--- config.mk ---
export PLATFORM = sky130hd
export DESIGN_NAME = err_hdr_log_queue
export DESIGN_NICKNAME = d
export VERILOG_FILES = /design/src/rtl/ehlq_pkg.sv /design/src/rtl/ehlq_fifo.sv /design/src/rtl/ehlq_log_regs.sv /design/src/rtl/err_hdr_log_queue.sv
export SDC_FILE = /design/constraint.sdc
export NUM_CORES = 2
export LEC_CHECK = 0
export BUFFER_PORTS_ARGS = -buffer_cell sky130_fd_sc_hd__buf_4
export CORE_MARGIN = 2
export CORE_UTILIZATION = 55
export DETAILED_ROUTE_END_ITERATION = 10
export HOLD_SLACK_MARGIN = 0.15
export PLACE_DENSITY_LB_ADDON = 0.1
export SYNTH_ARGS = -nofsm -noshare
export SYNTH_HDL_FRONTEND = slang
export SYNTH_SLANG_ARGS = --single-unit
--- constraint.sdc ---
create_clock -name clk_i -period 67.6 [get_ports clk_i]
set_clock_uncertainty 0.05 [all_clocks]
set_input_delay 13.52 -clock clk_i [delete_from_list [all_inputs] [get_ports clk_i]]
set_output_delay 13.52 -clock clk_i [all_outputs]
set_load 0.1 [all_outputs]
--- src/rtl/ehlq_pkg.sv ---
`timescale 1ns/1ps
package ehlq_pkg;
  localparam int STS_W   = 32;
  localparam int IDX_W   = $clog2(STS_W);
  localparam int DW_W    = 32;
  localparam int N_DW    = 4;
  localparam int LOG_W   = DW_W * N_DW;
  localparam int N_BYTES = DW_W / 8;

  typedef struct packed {
    logic [IDX_W-1:0] idx;
    logic             hdr_vld;
    logic             pfx_vld;
    logic [LOG_W-1:0] hdr;
    logic [LOG_W-1:0] pfx;
  } err_rec_t;

  // reverse byte order inside each dword
  function automatic logic [LOG_W-1:0] dw_bswap(input logic [LOG_W-1:0] d);
    logic [LOG_W-1:0] r;
    r = '0;
    for (int k = 0; k < N_DW; k++)
      for (int b = 0; b < N_BYTES; b++)
        r[k*DW_W + b*8 +: 8] = d[k*DW_W + (N_BYTES-1-b)*8 +: 8];
    return r;
  endfunction

  function automatic logic [IDX_W-1:0] oh_index(input logic [STS_W-1:0] s);
    logic [IDX_W-1:0] r;
    r = '0;
    for (int i = 0; i < STS_W; i++)
      if (s[i]) r = IDX_W'(i);
    return r;
  endfunction
endpackage

--- src/rtl/ehlq_fifo.sv ---
`timescale 1ns/1ps
module ehlq_fifo
  import ehlq_pkg::*;
#(
  parameter int DEPTH = 8
) (
  input  logic             clk_i,
  input  logic             rst_ni,
  input  logic             push_i,
  input  err_rec_t         push_rec_i,
  input  logic             pop_i,
  input  logic             flush_i,
  output err_rec_t         head_rec_o,
  output logic             full_o,
  output logic             empty_o,
  output logic [STS_W-1:0] sts_or_o
);
  if (DEPTH == 0) begin : g_none
    assign head_rec_o = '0;
    assign full_o     = 1'b1;
    assign empty_o    = 1'b1;
    assign sts_or_o   = '0;
  end else begin : g_buf
    localparam int PTR_W = (DEPTH > 1) ? $clog2(DEPTH) : 1;
    localparam int CNT_W = $clog2(DEPTH + 1);

    err_rec_t         mem [DEPTH];
    logic [DEPTH-1:0] vld_q;
    logic [PTR_W-1:0] wr_q, rd_q;
    logic [CNT_W-1:0] cnt_q;

    function automatic logic [PTR_W-1:0] nxt(input logic [PTR_W-1:0] p);
      return (p == PTR_W'(DEPTH-1)) ? '0 : p + 1'b1;
    endfunction

    assign full_o     = (cnt_q == CNT_W'(DEPTH));
    assign empty_o    = (cnt_q == '0);
    assign head_rec_o = mem[rd_q];

    always_ff @(posedge clk_i) begin
      if (push_i && !full_o && !flush_i) mem[wr_q] <= push_rec_i;
    end

    always_ff @(posedge clk_i or negedge rst_ni) begin
      if (!rst_ni) begin
        vld_q <= '0;
        wr_q  <= '0;
        rd_q  <= '0;
        cnt_q <= '0;
      end else if (flush_i) begin
        vld_q <= '0;
        wr_q  <= '0;
        rd_q  <= '0;
        cnt_q <= '0;
      end else if (push_i && !full_o) begin
        vld_q[wr_q] <= 1'b1;
        wr_q        <= nxt(wr_q);
        cnt_q       <= cnt_q + 1'b1;
      end else if (pop_i && !empty_o) begin
        vld_q[rd_q] <= 1'b0;
        rd_q        <= nxt(rd_q);
        cnt_q       <= cnt_q - 1'b1;
      end
    end

    always_comb begin
      sts_or_o = '0;
      for (int i = 0; i < DEPTH; i++)
        if (vld_q[i]) sts_or_o[mem[i].idx] = 1'b1;
    end
  end
endmodule

--- src/rtl/ehlq_log_regs.sv ---
`timescale 1ns/1ps
module ehlq_log_regs
  import ehlq_pkg::*;
(
  input  logic             clk_i,
  input  logic             rst_ni,
  input  logic             load_i,
  input  err_rec_t         rec_i,
  input  logic             clear_i,
  input  logic             pfx_sup_i,
  output logic [IDX_W-1:0] fep_o,
  output logic [LOG_W-1:0] hdr_o,
  output logic [LOG_W-1:0] pfx_o,
  output logic             pfx_present_o
);
  logic use_pfx;
  assign use_pfx = rec_i.pfx_vld && pfx_sup_i;

  always_ff @(posedge clk_i or negedge rst_ni) begin
    if (!rst_ni) begin
      fep_o         <= '0;
      hdr_o         <= '0;
      pfx_o         <= '0;
      pfx_present_o <= 1'b0;
    end else if (load_i) begin
      fep_o         <= rec_i.idx;
      hdr_o         <= rec_i.hdr_vld ? dw_bswap(rec_i.hdr) : '0;
      pfx_o         <= use_pfx ? dw_bswap(rec_i.pfx) : '0;
      pfx_present_o <= use_pfx;
    end else if (clear_i) begin
      fep_o         <= '0;
      hdr_o         <= '0;
      pfx_o         <= '0;
      pfx_present_o <= 1'b0;
    end
  end
endmodule

--- src/rtl/err_hdr_log_queue.sv ---
`timescale 1ns/1ps
module err_hdr_log_queue
  import ehlq_pkg::*;
#(
  parameter int DEPTH = 8
) (
  input  logic                  clk_i,
  input  logic                  rst_ni,
  input  logic                  mhr_en_i,
  input  logic                  pfx_supported_i,
  input  logic                  rec_valid_i,
  input  logic [STS_W-1:0]      rec_status_i,
  input  logic [LOG_W-1:0]      rec_hdr_i,
  input  logic [LOG_W-1:0]      rec_pfx_i,
  input  logic                  rec_hdr_vld_i,
  input  logic                  rec_pfx_vld_i,
  input  logic [STS_W-1:0]      uncor_sts_i,
  input  logic                  sts_wr_i,
  input  logic [STS_W-1:0]      sts_val_i,
  output logic [IDX_W-1:0]      fep_o,
  output logic [LOG_W-1:0]      hdr_log_o,
  output logic [LOG_W-1:0]      pfx_log_o,
  output logic                  pfx_present_o,
  output logic [STS_W-1:0]      sts_set_o,
  output logic                  ovf_o,
  output logic                  mhr_cap_o
);
  localparam bit HAS_Q = (DEPTH > 0);

  err_rec_t         new_rec, head_rec, load_rec;
  logic             mhr_eff, rec_ok, queue_it, push, ovf_d;
  logic             fe_kept, clr, pop, log_clear, flush, load;
  logic             q_full, q_empty;
  logic [STS_W-1:0] q_sts_or, set_d;

  assign mhr_cap_o = HAS_Q;
  assign mhr_eff   = mhr_en_i && HAS_Q;

  assign rec_ok = rec_valid_i && (rec_status_i != '0) &&
                  ((rec_status_i & (rec_status_i - 1'b1)) == '0);

  always_comb begin
    new_rec.idx     = oh_index(rec_status_i);
    new_rec.hdr_vld = rec_hdr_vld_i;
    new_rec.pfx_vld = rec_pfx_vld_i;
    new_rec.hdr     = rec_hdr_i;
    new_rec.pfx     = rec_pfx_i;
  end

  // record path: queue behind a still-pending first error
  assign queue_it = rec_ok && mhr_eff && uncor_sts_i[fep_o];
  assign push     = queue_it && !q_full;
  assign ovf_d    = queue_it && q_full;

  // status-write path
  assign fe_kept   = sts_val_i[fep_o];
  assign clr       = sts_wr_i && !fe_kept;
  assign pop       = clr && mhr_eff && !q_empty;
  assign log_clear = clr && !pop;
  assign flush     = sts_wr_i && fe_kept && !mhr_eff;
  assign set_d     = (pop || (sts_wr_i && fe_kept && mhr_eff)) ? q_sts_or : '0;

  assign load     = (rec_ok && !queue_it) || pop;
  assign load_rec = pop ? head_rec : new_rec;

  ehlq_fifo #(.DEPTH(DEPTH)) u_fifo (
    .clk_i      (clk_i),
    .rst_ni     (rst_ni),
    .push_i     (push),
    .push_rec_i (new_rec),
    .pop_i      (pop),
    .flush_i    (flush),
    .head_rec_o (head_rec),
    .full_o     (q_full),
    .empty_o    (q_empty),
    .sts_or_o   (q_sts_or)
  );

  ehlq_log_regs u_log (
    .clk_i         (clk_i),
    .rst_ni        (rst_ni),
    .load_i        (load),
    .rec_i         (load_rec),
    .clear_i       (log_clear),
    .pfx_sup_i     (pfx_supported_i),
    .fep_o         (fep_o),
    .hdr_o         (hdr_log_o),
    .pfx_o         (pfx_log_o),
    .pfx_present_o (pfx_present_o)
  );

  always_ff @(posedge clk_i or negedge rst_ni) begin
    if (!rst_ni) begin
      ovf_o     <= 1'b0;
      sts_set_o <= '0;
    end else begin
      ovf_o     <= ovf_d;
      sts_set_o <= set_d;
    end
  end
endmodule

==> results.sh <==
export IMPL_grt_ovfl_total=0
export IMPL_ys_flop_type="edfxtp_1"
export IMPL_max_vdd_ir_drop_mv=0.05396
export IMPL_post_route_min_period_ns=19.65
export IMPL_portBuffers=654
export IMPL_hold_buffers=0
export IMPL_rr_worst_depth=11
export IMPL_fmax_ghz=0.05090
export IMPL_crit_path_frequent_cell="buf_4"
export IMPL_power_density_nw_per_um2=40.33
export IMPL_r2r_setup_slack_ns=61.30
export IMPL_clockRootBuffer="clkbuf_16"
export IMPL_grt_pass1_vias=55010
export IMPL_postCtsSetupBuffers=0
export IMPL_path_cells="buf_4, or4_4, nor4_2, nand2_1, a2111oi_1, and2_1, nand4_1, buf_4, nor3_2, buf_4, buf_4, buf_12, buf_4"
export IMPL_firstDrtPassIters=6
export IMPL_io_pins=656
export IMPL_worstSetupStartpoint="rec_status_i[12]"
export IMPL_die_y_um=407.4
export IMPL_grt_setup_unrepaired="false"
export IMPL_start_util_pct=55.16
export IMPL_final_area_um2=104300
export IMPL_synth_edff_count=2104
export IMPL_die_area_um2=165900
export IMPL_critPathCaptureType="flop"
export IMPL_arrival_ns=20.06
export IMPL_clkSinkCount=2417
export IMPL_crit_fanout=114
export IMPL_die_w_um=407.4
export IMPL_numCtsBuffers=232
export IMPL_clockBufferDepth=3
export IMPL_cts_resized=0
export IMPL_crit_buf_inv=6
export IMPL_crit_type="input port to flop"
export IMPL_rows=148
export IMPL_ant_nets=0
export IMPL_tritoncts="built"
export IMPL_synth_distinct_cells=65
export IMPL_min_period_over_period_pct=29.06
export IMPL_final_net_count=6341
export IMPL_power_mw=4.206
export IMPL_placed_cell_area_um2=96420
export IMPL_reg2reg_to="u_fifo.g_buf.mem[7][237]"
export IMPL_async_reset_ff_share_pct=12.95
export IMPL_post_place_ws_ns=47.13
export IMPL_areaGrowthSynthToFinish_pct=16.53
export IMPL_seq_area_frac_synth_pct=79.36
export IMPL_place_hpwl_mm=136.6
export IMPL_worstSetupEndpoint="u_fifo.g_buf.mem[7][237]"
export IMPL_critPathLaunchType="input port"
export IMPL_syn_inst=5404
export IMPL_cts_max_level=4
export IMPL_grt_max_degree=156
export IMPL_setup_viol=0
export IMPL_hold_viol=0
export IMPL_core_area_um2=162200
export IMPL_netlist_area_um2=89480
export IMPL_routed_via_density=6.645
export IMPL_avgRoutedWirePerCell_um=30.22
export IMPL_yosysWarnings=0
export IMPL_drtIter0Drc=6983
export IMPL_cap_violations=0
export IMPL_fin_util_pct=64.28
export IMPL_tightest_slew_ns=1.449
export IMPL_synth_nets=5771
export IMPL_worst_path_max_delay_cell="buf_4"
export IMPL_groute_usage_overall_pct=29.88
export IMPL_timing_rr_start="u_log.fep_o[2]"
export IMPL_syn_area_per_cell_um2=16.56
export IMPL_outcome="finished clean"
export IMPL_clock_latency_ns=0.88
export IMPL_drt_total_wl_mm=253.3
export IMPL_setup_ws_ns=47.95
export IMPL_hold_class="flop to flop"
export IMPL_slew_violations=0
export IMPL_place_gp_congestion=0.9537
export IMPL_synth_seq_cells=2417
export IMPL_max_slew_margin_rel_pct=3.196
export IMPL_vias=55690
export IMPL_cp_depth=13
export IMPL_drive_above_1_share_pct=18.65
export IMPL_tns_ns=0
export IMPL_drt_drc_violations_left=0
export IMPL_clkTransAtPathRegs_ns=0.06
export IMPL_leakage_nw=36.05
export IMPL_antenna_found_initial=29
export IMPL_critPathTopFamily="buffers and inverters"
export IMPL_critPathRequiredTime_ns=68.01
export IMPL_grt_pass1_wl_mm=370.4
export IMPL_slowest_delay_ns=0.79
==> how the worst min path moves through the flow <==
| stage | from | endpoint | slack [ns] | cells after the start |
|---|---|---|---|---|
| 2_1_floorplan | u_fifo.g_buf.cnt_q[0] | u_fifo.g_buf.cnt_q[0] | 0.45 | 1 |
| 3_3_place_gp | u_log.pfx_o[20] | u_log.pfx_o[20] | 0.42 | 1 |
| 3_5_place_dp | u_log.pfx_o[117] | u_log.pfx_o[117] | 0.42 | 1 |
| 4_1_cts | u_log.pfx_o[77] | u_log.pfx_o[77] | 0.44 | 1 |
| 5_1_grt | u_log.pfx_o[113] | u_log.pfx_o[113] | 0.45 | 1 |
| 6_report | u_log.pfx_o[10] | u_log.pfx_o[10] | 0.44 | 1 |
==> flip-flops by register name (all words and copies together) (netlist names) <==
signal / flops
u_log.pfx_o: 128
sts_set_o: 32
u_log.hdr_o: 128
u_fifo.g_buf.cnt_q: 4
u_log.fep_o: 5
u_fifo.g_buf.vld_q: 8
u_fifo.g_buf.mem: 2104
u_fifo.g_buf.rd_q: 3
ovf_o: 1
u_log.pfx_present_o: 1
u_fifo.g_buf.wr_q: 3
==> layer usage <==
metal	global-route usage, %	wire [um]	vias to the layer above
li1	-	-	23730
met1	42.86	105000	28940
met2	46.91	119500	2647
met3	5.836	22050	372
met4	8.978	6632	8
met5	0	43	-
==> cell families after synthesis <==
family | share of synthesized area (%)
compound gates | 12.73
xor+xnor | 0.009790
fa+ha+maj | 0.1063
buf+inv | 1.886
flops | 79.36
mux | 0.5481
other cells | 0.004191
simple gates | 5.351
==> cell type report <==
| cell class | count | area, um^2 |
|---|---|---|
| sequential | 2417 | 71010 |
| fill | 11650 | 57940 |
| multi-input combinational | 2569 | 16920 |
| clock buffer | 318 | 6390 |
| timing repair buffer | 730 | 5675 |
| tap | 2175 | 2721 |
| clock inverter | 125 | 1400 |
| inverter | 24 | 90.09 |
| antenna | 23 | 57.56 |
==> synthesized netlist by cell type (3+ instances only) <==
cell	number	area [um^2]
mux4_2	16	360.4
and3_1	16	100.1
buf_4	7	52.55
and3b_1	17	148.9
buf_1	53	198.9
ha_1	6	75.07
a31oi_1	26	162.7
nand2_1	67	251.5
nand3b_1	17	127.6
nand3_1	18	90.09
edfxtp_1	2104	63180
or4_1	264	1982
o31ai_1	5	37.54
o32ai_1	11	96.34
dfrtp_1	313	7833
mux2i_1	13	130.1
a21o_1	3	22.52
a2111oi_0	3	26.28
nor2_1	319	1197
clkbuf_1	310	1164
or2_2	13	81.33
and4_1	5	43.79
nand2b_1	4	25.02
a221oi_1	38	332.8
or3_1	5	31.28
nor4_1	15	93.84
nor3b_1	30	225.2
a21oi_1	161	805.8
and2_1	3	18.77
a211oi_1	14	105.1
nand4_1	5	31.28
nor3_1	25	125.1
buf_2	14	70.07
a221o_1	133	1331
or4_4	5	56.30
o21ai_0	26	130.1
buf_6	10	112.6
o22ai_1	1072	6706
inv_1	24	90.09
nor2b_1	3	18.77
a22oi_1	44	330.3
or3b_2	10	87.58
o2bb2ai_1	130	1139
==> power by group <==
part | switching (mW) | internal (mW)
Combinational | 0.856 | 0.318
Sequential | 0.0525 | 1.67
Clock | 0.556 | 0.748
Total | 1.46 | 2.74
==> through the flow <==
step                instances  hold slack (ns)
floorplan                5404           0.4527
global placement         7915           0.4241
detailed placement       7915           0.4248
CTS                      8358           0.4428
global route             8372           0.4540
finish                   8381           0.4403
==> placed cells by master, fill, tap and decap left out, types with 16 or more instances in the layout <==
cell / synthesis / layout
a21oi_1: 161 / 161
a22oi_1: 44 / 44
clkbuf_16: 0 / 233
bufinv_16: 0 / 22
nor3_1: 25 / 17
and3b_1: 17 / 17
edfxtp_1: 2104 / 2104
dfrtp_1: 313 / 313
clkinv_2: 0 / 46
nand2_1: 67 / 65
mux4_2: 16 / 16
and3_1: 16 / 16
o2bb2ai_1: 130 / 130
nor3b_1: 30 / 26
o21ai_0: 26 / 26
o22ai_1: 1072 / 1072
a221oi_1: 38 / 38
buf_4: 7 / 714
diode_2: 0 / 23
nor2_1: 319 / 318
nand3b_1: 17 / 17
clkbuf_8: 0 / 24
nand3_1: 18 / 17
or4_1: 264 / 264
clkinv_1: 0 / 26
a31oi_1: 26 / 25
inv_1: 24 / 24
clkbuf_1: 310 / 61
a221o_1: 133 / 133
No activity file was read; power rests on OpenSTA's default activity.
